### config.mk
export PLATFORM = sky130hd
export DESIGN_NAME = legacy_sideband_ctl
export DESIGN_NICKNAME = d
export VERILOG_FILES = /design/src/rtl/sbc_pkg.sv /design/src/rtl/sbc_sync.sv /design/src/rtl/sbc_port_reg.sv /design/src/rtl/sbc_coproc_err.sv /design/src/rtl/sbc_init_pulse.sv /design/src/rtl/legacy_sideband_ctl.sv
export SDC_FILE = /design/constraint.sdc
export NUM_CORES = 1
export LEC_CHECK = 0
export ABC_AREA = 1
export ABC_CLOCK_PERIOD_IN_PS = 1500
export BUFFER_PORTS_ARGS = -buffer_cell sky130_fd_sc_hd__buf_2
export CORE_ASPECT_RATIO = 0.5
export CORE_MARGIN = 1.5
export CORE_UTILIZATION = 30
export CTS_CLUSTER_DIAMETER = 30
export DETAILED_ROUTE_END_ITERATION = 10
export PLACE_DENSITY_LB_ADDON = 0.12
export SYNTH_ARGS = -nofsm -noshare
export SYNTH_HDL_FRONTEND = slang
export SYNTH_SLANG_ARGS = --single-unit
### constraint.sdc
create_clock -name clk -period 1.5 [get_ports clk]
set_clock_uncertainty 0.05 [all_clocks]
set_input_delay 0.15 -clock clk [delete_from_list [all_inputs] [get_ports clk]]
set_output_delay 0.15 -clock clk [all_outputs]
set_load 0.03 [all_outputs]
### src/rtl/sbc_pkg.sv
package sbc_pkg;
  localparam int unsigned IO_ADDR_W = 16;
  localparam int unsigned IO_DATA_W = 8;

  typedef logic [IO_ADDR_W-1:0] io_addr_t;
  typedef logic [IO_DATA_W-1:0] io_data_t;

  typedef struct packed {
    logic     wr;
    logic     rd;
    io_addr_t addr;
    io_data_t data;
  } io_cmd_t;
endpackage

### src/rtl/sbc_sync.sv
module sbc_sync #(
  parameter int unsigned STAGES  = 2,
  parameter bit          RST_VAL = 1'b0
) (
  input  logic clk,
  input  logic rst,
  input  logic d,
  output logic q
);
  logic [STAGES-1:0] chain;

  generate
    if (STAGES == 1) begin : g_one
      always_ff @(posedge clk) begin
        if (rst) chain <= RST_VAL;
        else     chain <= d;
      end
    end else begin : g_many
      always_ff @(posedge clk) begin
        if (rst) chain <= {STAGES{RST_VAL}};
        else     chain <= {chain[STAGES-2:0], d};
      end
    end
  endgenerate

  assign q = chain[STAGES-1];
endmodule

### src/rtl/sbc_port_reg.sv
module sbc_port_reg
  import sbc_pkg::*;
#(
  parameter io_addr_t PORT_ADDR = 16'h0092,
  parameter io_data_t RST_VAL   = '0
) (
  input  logic     clk,
  input  logic     rst,
  input  io_cmd_t  cmd,
  output io_data_t value,
  output io_data_t rdata
);
  logic hit;
  assign hit = (cmd.addr == PORT_ADDR);

  always_ff @(posedge clk) begin
    if (rst) begin
      value <= RST_VAL;
      rdata <= '0;
    end else begin
      if (cmd.wr && hit) value <= cmd.data;
      rdata <= (cmd.rd && hit) ? value : '0;
    end
  end
endmodule

### src/rtl/sbc_coproc_err.sv
module sbc_coproc_err
  import sbc_pkg::*;
#(
  parameter io_addr_t ERR_PORT = 16'h00F0
) (
  input  logic    clk,
  input  logic    rst,
  input  logic    enable,
  input  logic    err_act,
  input  io_cmd_t cmd,
  output logic    ignne,
  output logic    irq
);
  logic err_wr;
  assign err_wr = cmd.wr && (cmd.addr == ERR_PORT);

  always_ff @(posedge clk) begin
    if (rst) begin
      ignne <= 1'b0;
      irq   <= 1'b0;
    end else begin
      irq <= enable && err_act;
      if (!enable)
        ignne <= 1'b0;
      else if (!err_act)
        ignne <= 1'b0;
      else if (err_wr)
        ignne <= 1'b1;
    end
  end
endmodule

### src/rtl/sbc_init_pulse.sv
module sbc_init_pulse #(
  parameter int unsigned CYCLES = 16
) (
  input  logic clk,
  input  logic rst,
  input  logic req,
  output logic pulse
);
  localparam int unsigned CW = (CYCLES > 1) ? $clog2(CYCLES) : 1;
  localparam logic [CW-1:0] LAST = CW'(CYCLES - 1);

  logic [CW-1:0] left;

  always_ff @(posedge clk) begin
    if (rst) begin
      pulse <= 1'b0;
      left  <= '0;
    end else if (!pulse) begin
      if (req) begin
        pulse <= 1'b1;
        left  <= LAST;
      end
    end else if (left == '0) begin
      pulse <= 1'b0;
    end else begin
      left <= left - 1'b1;
    end
  end
endmodule

### src/rtl/legacy_sideband_ctl.sv
module legacy_sideband_ctl
  import sbc_pkg::*;
#(
  parameter int unsigned SYNC_STAGES  = 2,
  parameter int unsigned INIT_CYCLES  = 16,
  parameter int unsigned FAST_A20_BIT = 1,
  parameter io_addr_t    SYS_PORT     = 16'h0092,
  parameter io_addr_t    ERR_PORT     = 16'h00F0
) (
  input  logic                 clk,
  input  logic                 rst,
  input  logic                 kbc_a20_gate_i,
  input  logic                 usb_a20_req_i,
  input  logic                 fpu_err_n_i,
  input  logic                 err_rpt_en_i,
  input  logic [IO_ADDR_W-1:0] io_addr_i,
  input  logic [IO_DATA_W-1:0] io_wdata_i,
  input  logic                 io_wr_i,
  input  logic                 io_rd_i,
  input  logic                 init_req_i,
  output logic [IO_DATA_W-1:0] io_rdata_o,
  output logic                 a20m_drv_o,
  output logic                 ignne_drv_o,
  output logic                 init_drv_o,
  output logic                 irq13_o
);
  io_cmd_t  cmd;
  io_data_t sys_val;
  logic     err_sync_n;
  logic     err_act;

  assign cmd.wr   = io_wr_i;
  assign cmd.rd   = io_rd_i;
  assign cmd.addr = io_addr_i;
  assign cmd.data = io_wdata_i;

  sbc_port_reg #(.PORT_ADDR(SYS_PORT), .RST_VAL('0)) u_sys (
    .clk(clk), .rst(rst), .cmd(cmd), .value(sys_val), .rdata(io_rdata_o)
  );

  always_ff @(posedge clk) begin
    if (rst) a20m_drv_o <= 1'b0;
    else     a20m_drv_o <= kbc_a20_gate_i | usb_a20_req_i | sys_val[FAST_A20_BIT];
  end

  sbc_sync #(.STAGES(SYNC_STAGES), .RST_VAL(1'b1)) u_err_sync (
    .clk(clk), .rst(rst), .d(fpu_err_n_i), .q(err_sync_n)
  );
  assign err_act = ~err_sync_n;

  sbc_coproc_err #(.ERR_PORT(ERR_PORT)) u_err (
    .clk(clk), .rst(rst), .enable(err_rpt_en_i), .err_act(err_act),
    .cmd(cmd), .ignne(ignne_drv_o), .irq(irq13_o)
  );

  sbc_init_pulse #(.CYCLES(INIT_CYCLES)) u_init (
    .clk(clk), .rst(rst), .req(init_req_i), .pulse(init_drv_o)
  );
endmodule

# After elaboration in Yosys (flattened, before gate mapping)
# Cells that the tools add are included.
[classes]
add_sub_neg = 1
eq_ne = 3
muxes = 6
bitwise = 5
n_reduce_logical = 9
[op_table]
columns = ["cell", "n"]
rows = [
  ["16-bit by 8-bit equality test with 1-bit output, second input constant", 2],
  ["4-bit two-way mux", 3],
  ["1-bit logical AND", 4],
  ["4-bit zero test", 1],
  ["4-bit by 1-bit subtractor with 4-bit output, second input constant", 1],
  ["1-bit two-way mux", 3],
  ["1-bit NOT", 3],
  ["3-bit OR reduction", 1],
  ["2-bit != test, second input constant", 1],
  ["1-bit bitwise OR", 2],
  ["2-bit AND reduction", 1],
  ["2-bit nonzero test", 1],
  ["2-bit OR reduction", 1],
]
[totals]
regBits = 26
in_bits = 33
out_inout_bits = 12
elab_cells = 32

# Depth between registers and ports, before layout
# Gate-level depths: netlist of the first run.
[depth]
ltp_word = 4
depth_mapped = 9
mapped_depth_nobuf = 8

# Hierarchy
# From an unflattened synthesis of the first run, not the netlist that was laid out.
[hier_totals]
hier_cells = 190
hier_area_um2 = 1283.7
[modules_own_cells]
columns = ["module", "instances", "cells_per_inst", "area_each_um2", "seq_area_each_um2"]
rows = [
  ["sbc_port_reg", 1, 113, 772.0, 320.3],
  ["sbc_init_pulse", 1, 42, 289.0, 100.1],
  ["sbc_coproc_err", 1, 23, 127.6, 40.0],
  ["sbc_sync", 1, 7, 58.8, 40.0],
  ["legacy_sideband_ctl", 1, 5, 36.3, 20.0],
]

# Worst setup path before layout of the first run
# Ideal clock, no wire load.
[synth_path]
path_kind = "register to register"
from = "register u_init.pulse"
to = "register u_init.left[0]"
setup_ns = 0.116
arrival_time_ns = 1.115
t_required_ns = 1.334
setup_slack_ns = 0.219
path_stages_with_launch = 6
n_path_buf = 0
period_less_slack_ns = 1.281
path_cell_list = "dfxtp_1 nand3_1 o21ai_0 inv_1 nand2_1 a21oi_1"
[synth_via]
elab_chain_cells = 2
word_cells_on_any_way = 4
classes_between = "1 x eq/ne; 1 x mux; 2 x reduce/logical"
[synth_rtl]
columns = ["element", "line_no", "text"]
rows = [
  ["from (decl)", "sbc_init_pulse.sv:7", "output logic pulse"],
  ["from (signal assigned)", "sbc_init_pulse.sv:16", "pulse <= 1'b0;"],
  ["from (signal assigned)", "sbc_init_pulse.sv:20", "pulse <= 1'b1;"],
  ["from (signal assigned)", "sbc_init_pulse.sv:24", "pulse <= 1'b0;"],
  ["2-bit != test (no source line) or 2-bit nonzero test (tied branches)", "--", ""],
  ["2-bit AND reduction (no source line)", "--", ""],
  ["to (signal assigned)", "sbc_init_pulse.sv:26", "left <= left - 1'b1;"],
  ["to (decl)", "sbc_init_pulse.sv:12", "logic [CW-1:0] left;"],
]
# Several ways; a longest one is shown, not always the timed one.
# A chain may end at the register's enable or synchronous reset.

# Final worst setup path of the first run
[layout_path]
from = "register u_init.left[0]"
to = "register u_init.left[0]"
[layout_via]
elab_chain_cells = 3
word_cells_on_any_way = 6
classes_between = "1 x add/sub; 1 x eq/ne; 2 x mux; 2 x reduce/logical"
[layout_rtl]
columns = ["element", "line_no"]
rows = [
  ["4-bit by 1-bit subtractor with 4-bit output or 4-bit zero test (tied branches)", "sbc_init_pulse.sv:26, sbc_init_pulse.sv:23"],
  ["4-bit two-way mux or 2-bit != test (tied branches)", "--"],
  ["4-bit two-way mux or 2-bit AND reduction (tied branches)", "--"],
]
# Several ways; a longest one is shown, not always the timed one. The select of a mux whose other input is x is not followed.

==> results.txt, run 1 <==
* Status: finished clean
- Count of antenna diodes in the layout: 0
- In this run the number of H-tree levels came out at 1.
* HPWL after detailed placement: 1.576 mm
- Number of storage elements in the synthesis netlist: 26
* Clock Tree Root: clkbuf_8
- Required @ worst endpoint: 1.66 ns
- The clock passes through at most 2 buffers.
- The finished cells cover 1361 um^2.
- Die Span X: 86.16 um
* Maximum number of pins on one net before global-route repair: 17
* Register-to-register setup slack: 0.20 ns
* Unrepaired setup endpoints after global routing: false
* First-pass GRT wire length: 3.374 mm
- Once layout is complete, the utilization of the core stands at 0.4317.
- Post-synth net total: 176
- Register area: 520.5 um^2
- In the post-route analysis, the smallest setup slack over all paths is 0.2030 ns.
* Power, Total: 1.333 mW
- Pre-CTS setup slack: 0.1311 ns
* Category of the most critical setup path: flip-flop to flip-flop
- The synthesized design spends more area on one cell type than any other, namely dfxtp_1.
* Initial Util: 0.3290
- Dividing total power by cell area gives a power density of 979.4 nW/um^2.
* Sum of routed wire length over all layers: 2.065 mm
- Final RePlAce weighted congestion: 0.7840
* Via count of the routed design: 953
- The number of clock buffers added by TritonCTS is 3.
- TritonCTS clock tree: yes
- In this run the critical register-to-register path is captured at u_init.left[0].
- Core box area: 3153 um^2
* Time the final worst path needs with I/O delays and setup: 1.297 ns
- For the worst-skew pair, the clock arrives at the later sink with an insertion delay of 0.27 ns.
* Number of core rows: 14
* Worst R2R Start: u_init.left[0]
- The cell count after synthesis came out at 141.
- Clock slew seen by the registers of the worst setup and hold paths: 0.09 ns
- Maximum fanout encountered on the critical timing path: 5
* Hold-critical path endpoint: u_sys.value[1]
- Count of unique library cells instantiated by Yosys: 17
* Routed length per instance: 9.017 um
- Starting DRC count in detailed routing: 14
- Share of async-settable or async-resettable flops after synthesis: 0
- After synthesis, the cell types taking the most area are dfxtp_1, nor2_1, nand2_1.
- In the finished design, the share of the clock period the worst path needs comes to 0.8647.
- After synthesis, the mean cell area works out to 7.356 um^2.
- Leading register cell type out of synthesis: dfxtp_1
- Sequential-to-total area share from yosys stat: 0.5018
- Setup TNS: 0 ns
* Remaining Overflow, GRT: 0
- Hold WS: 0.04722 ns
- Syn-to-layout area delta: 31.24%
- After detailed placement, the total cell area comes to 1296 um^2.
- Across the run, the number of max-cap violations was 0.
* Worst Tran Pin Value: 0.3618 ns
* Die Y: 44.58 um
- Number of design rule violations left after detail routing: 0
- For this design, the sink count on the clock tree is 26.
- Mapped Area: 1037 um^2
- During placement, the flow inserted port buffers numbering 44.
- Setup violations remaining at the end of the flow were counted as 0.
- In the routed layout, each cell is associated on average with a via count of 4.162.
- Arrival time reported for the critical path endpoint: 1.45 ns
* Final Max Slew Viols: 0
* Worst Hold Depth: 3
* Die area: 3841 um^2
- Max-Slew Margin vs Limit: 0.7581
* Final-stage net count: 225
- Number of endpoints with negative hold slack in the final report: 0
* Highest ir drop seen on vdd: 0.0004197 V
* Number of routed nets with antenna violations: 0
- Type of destination of the critical path: flip-flop
- The startpoint identified for the worst hold timing path is io_wdata_i[1].
* GRT Total Usage: 0.1198
- Number of synthesized flops with an enable pin: 0
- Count of placed standard cells including taps: 224
* Initial antenna violation count: 0
- Maximum clock rate: 0.7710 GHz
* Count of TritonRoute iterations in the first routing pass: 4
- The number of global-route vias before repair was 820.
* Count of cells along the worst register-to-register path: 7
* # fillers: 343
- Synthesis Warnings: 0
* I/O pins: 45
- Leaving out filler cells and counting taps, the final layout contains 229.
- Static power due to leakage: 0.7032 nW
* Portion of synthesized cell area occupied by the leading cell type: 0.5018
- Combined area of the multi-input logic cells: 434.2 um^2
- The min-delay analysis places its worst path in the category primary input to flip-flop.
- Proportion of layout cells with a drive suffix above 1: 0.3016
- The worst setup path is launched from a flip-flop.
## cells by family (layout without fill, tap and decap cells)
logic type / after synthesis / after routing / synth area share
AND/OR/NAND/NOR: 87 / 87 / 0.3583
flip-flops: 26 / 26 / 0.5018
buffers and inverters: 19 / 67 / 0.07961
AO/OA/AOI/OAI: 7 / 7 / 0.03618
adder cells (fa/ha/maj): 2 / 2 / 0.02412
## how the worst max path moves through the flow
stage | start | endpoint | slack, ns | cells after the start
after detailed placement | u_init.left[0] | u_init.left[0] | 0.13 | 7
after floorplan | u_init.pulse | u_init.left[0] | 0.22 | 5
after global routing | u_init.left[0] | u_init.left[3] | 0.07 | 7
final | u_init.left[0] | u_init.left[0] | 0.20 | 7
after global placement | u_init.left[0] | u_init.left[2] | 0.19 | 7
after CTS | u_init.left[0] | u_init.left[0] | 0.11 | 7
## sequential cells by signal, summed over array words and instances (netlist names)
signal	flops
u_init.left	4
a20m_drv_o	1
u_sys.rdata	8
u_err_sync.chain	2
u_init.pulse	1
u_err.ignne	1
u_sys.value	8
u_err.irq	1
## cells in the mapped netlist, types with 2 or more instances
library cell and n:
nor2_1 37, nand2_1 35, dfxtp_1 26, inv_1 17, a21oi_1 5, nand3_1 4, or2_2 3, ha_1 2
nand2_2 2, nand4_1 2, nor2_2 2
## cell usage in the layout, fill, tap and decap left out
master,count
a21boi_0,1
a21oi_1,5
buf_2,44
buf_4,1
clkbuf_8,4
dfxtp_1,26
dlygate4sd3_1,1
ha_1,2
inv_1,17
nand2_1,35
nand2_2,2
nand3_1,4
nand3_4,1
nand3b_1,1
nand4_1,2
nor2_1,37
nor2_2,2
o21ai_1,1
or2_2,3
## final cells by class
type / instances / share of cell area
sequential: 26 / 0.3824
multi-input combinational: 96 / 0.3189
timing repair buffer: 46 / 0.1746
inverter: 17 / 0.04687
clock buffer: 4 / 0.04044
tap: 40 / 0.03676
## per-layer routing
metal	vias to the layer above	wire length (um)	track usage	part of all wire
met5	-	0	0	0
met4	0	14	0.05806	0.0068
met3	2	105	0.04478	0.051
met2	22	974	0.2110	0.47
met1	409	970	0.1318	0.47
li1	520	-	-	-
## report_power, final
| group | switching (mW) | total (mW) | leakage, nW | internal, mW |
|---|---|---|---|---|
| clock | 0.211 | 0.445 | 0.0288 | 0.235 |
| sequential | 0.0196 | 0.731 | 0.212 | 0.712 |
| combinational | 0.0825 | 0.157 | 0.463 | 0.0744 |
## critical path, stage by stage (launching register included)
cell     delay (ns)
dfxtp_1        0.36
inv_1          0.09
ha_1           0.20
nand3_1        0.07
o21ai_1        0.13
inv_1          0.16
nand2_1        0.06
a21oi_1        0.12
## what timing repair did
action | 4_1_cts | 5_1_grt
gates resized for setup | 0 | 1
setup buffers | 0 | 0
hold buffers | 1 | 0
hold endpoints to repair | 1 | 0
setup endpoints to repair | 0 | 3
Note: power is estimated with default switching activity, not from simulation.
==> inputs of run 2 (changes only) <==
Settings changed: CORE_UTILIZATION 30 to 40.
==> run 2 against run 1 <==
Effect of this change: combinational power about the same; first-iteration DRC count is 100% higher; cell count is 3.1% lower; sequential power hardly changed; critical path depth stayed put.
==> results.txt, run 2 (synthesis gave the netlist of run 1 again) <==
- Status: finished clean
- Area after DPL: 1290 um^2 (-0.48%)
- GRT Total Usage: 0.1475 (+0.02776)
- Commonest cells after routing, fill and taps aside: buf_2, nor2_1, nand2_1, dfxtp_1, inv_1
* Starting DRC count in detailed routing: 28 (+14)
- The total inserted antenna cells was 0 (unchanged).
- Setup repair after global routing left no endpoint under its margin.
- STA classifies the critical path startpoint as a flip-flop.
* Top flop regs: u_sys.rdata x8, u_sys.value x8, u_init.left x4
- Remaining Overflow, GRT: 0 (unchanged)
- Clock Path Buffers: 2 (unchanged)
- Design Area, Final: 1331 um^2 (-2.2%)
- The level count of the clock H-tree is 1 (unchanged).
* First-pass GRT wire length: 3.063 mm (-9.2%)
* Number of routed nets with antenna violations: 0 (unchanged)
- Hold WS: 0.01068 ns (-0.03654 ns)
- Count of clock tree sinks: 26 (unchanged)
* Final RePlAce weighted congestion: 0.7599 (-3.1%)
* Clock slew seen by the registers of the worst setup and hold paths: 0.08 ns (about the same)
* Number of setup violations in the final report: 0 (unchanged)
- The number of hold violations in the final report came to 0 (unchanged).
* Setup TNS: 0 ns (unchanged)
- Category of the most critical setup path: flip-flop to flip-flop
- Worst Tran Pin Value: 0.3762 ns (+0.01433 ns)
- The power per standard cell area came to 946.5 nW/um^2 (-3.4%).
- TritonCTS clock tree: yes
- Number of core rows: 12 (-2)
- The area inside the core boundary is 2327 um^2 (-26%).
- The worst hold path belongs to the class primary input to flip-flop.
- The overall power after layout is 1.260 mW (-5.5%).
* Most common library cell in the layout ignoring fill and taps: buf_2
- The port buffer count came to 44 (unchanged).
* Final Max Slew Viols: 0 (unchanged)
* Type of destination of the critical path: flip-flop
- # fillers: 227 (-34%)
* Die Y: 39.01 um (-12%)
- The hold-fix buffer count after cts was 0 (-1).
- Maximum clock rate: 0.7568 GHz (-1.8%)
* Syn-to-layout area delta: 28.35%
* Routed length per instance: 8.676 um (-3.8%)
- Initial Util: 0.4457 (+0.1167)
- The count of placed standard cells in the final layout, fillers left out came to 222 (-3.1%).
* I/O pins: 45 (unchanged)
* Max-Slew Margin vs Limit: 0.7485 (-0.009580)
- The maximum number of pins on one net before global-route repair was 17 (unchanged).
- The post-placement cell count was 219 (-2.2%).
- Sum of routed wire length over all layers: 1.926 mm (-6.7%)
- Vias in the first global route: 799 (-2.6%)
* Via count of the routed design: 945 (-0.84%)
- The latest clock arrival within the worst-skew pair is 0.26 ns (about the same).
- HPWL after detailed placement: 1.492 mm (-5.3%)
- Die area: 2926 um^2 (-24%)
- Period utilisation layout: 0.8809 (+0.01621)
* Initial antenna violation count: 0 (unchanged)
- The leakage power figure was 0.6918 nW (-1.6%).
* Final-stage net count: 224 (-0.44%)
- Required @ worst endpoint: 1.65 ns (about the same)
* Highest ir drop seen on vdd: 0.0005928 V (+41%)
* Die Span X: 75.02 um (-13%)
- The number of detailed-route iterations in the first pass is 4 (unchanged).
* Proportion of layout cells with a drive suffix above 1: 0.2995 (-0.002122)
- Clock buffer count from CTS: 3 (unchanged)
- Maximum fanout encountered on the critical timing path: 5 (unchanged)
* Time the final worst path needs with I/O delays and setup: 1.321 ns (+0.02432 ns)
* Number of design rule violations left after detail routing: 0 (unchanged)
- The via-per-instance ratio was 4.257 (+2.3%).
- The max capacitance violation total came to 0 (unchanged).
* Clock Tree Root: clkbuf_8
* Arrival time reported for the critical path endpoint: 1.47 ns (+0.02 ns)
run 2: layer usage:
metal	wire length (um)	part of all wire	track usage
met2	870	0.45	0.2655
met4	14	0.0073	0.04091
met3	138	0.072	0.06250
met5	0	0	0
met1	903	0.47	0.1622
run 2: path summary, 6_finish.rpt:
kind | from | end | slack (ns) | cells after the start
worst max-delay path | u_init.left[0] | u_init.left[2] | 0.18 | 7
worst min-delay path | fpu_err_n_i | u_err_sync.chain[0] | 0.01 | 2
worst max register to register | u_init.left[0] | u_init.left[2] | 0.18 | 7
worst min register to register | u_err_sync.chain[1] | u_err.irq | 0.35 | 1
run 2: through the flow:
| step | setup slack, ns | utilization |
|---|---|---|
| after CTS | 0.09379 | 0.5720 |
| after global routing | 0.04295 | 0.5720 |
| after floorplan | 0.2192 | - |
| after detailed placement | 0.1188 | 0.5543 |
| after global placement | 0.1966 | 0.5543 |
| final | 0.1787 | 0.5720 |
run 2: worst max-delay path, stage by stage, from the launching register on:
cell and delay (ns):
dfxtp_1 0.36, inv_1 0.09, ha_1 0.20, nand3_1 0.08, o21ai_1 0.12, inv_1 0.16
nand2_1 0.07, a21oi_1 0.12
run 2: area by class of cell:
cell class / count / area [um^2] / share of cell area
inverter: 17 / 63.81 / 0.04793
timing repair buffer: 45 / 227.7 / 0.1711
clock buffer: 3 / 41.29 / 0.03101
multi-input combinational: 96 / 434.2 / 0.3261
sequential: 26 / 520.5 / 0.3910
tap: 35 / 43.79 / 0.03289
run 2: report_power, final:
group	leakage, nW	internal, mW	total [mW]	switching (mW)
clock	0.0216	0.180	0.374	0.195
combinational	0.459	0.0730	0.155	0.0822
sequential	0.212	0.711	0.731	0.0192
run 2: timing repair:
item / in CTS / in global routing
gates resized for setup: 0 / 1
setup buffers: 0 / 0
setup endpoints to repair: 0 / 4
hold endpoints to repair: 0 / 0
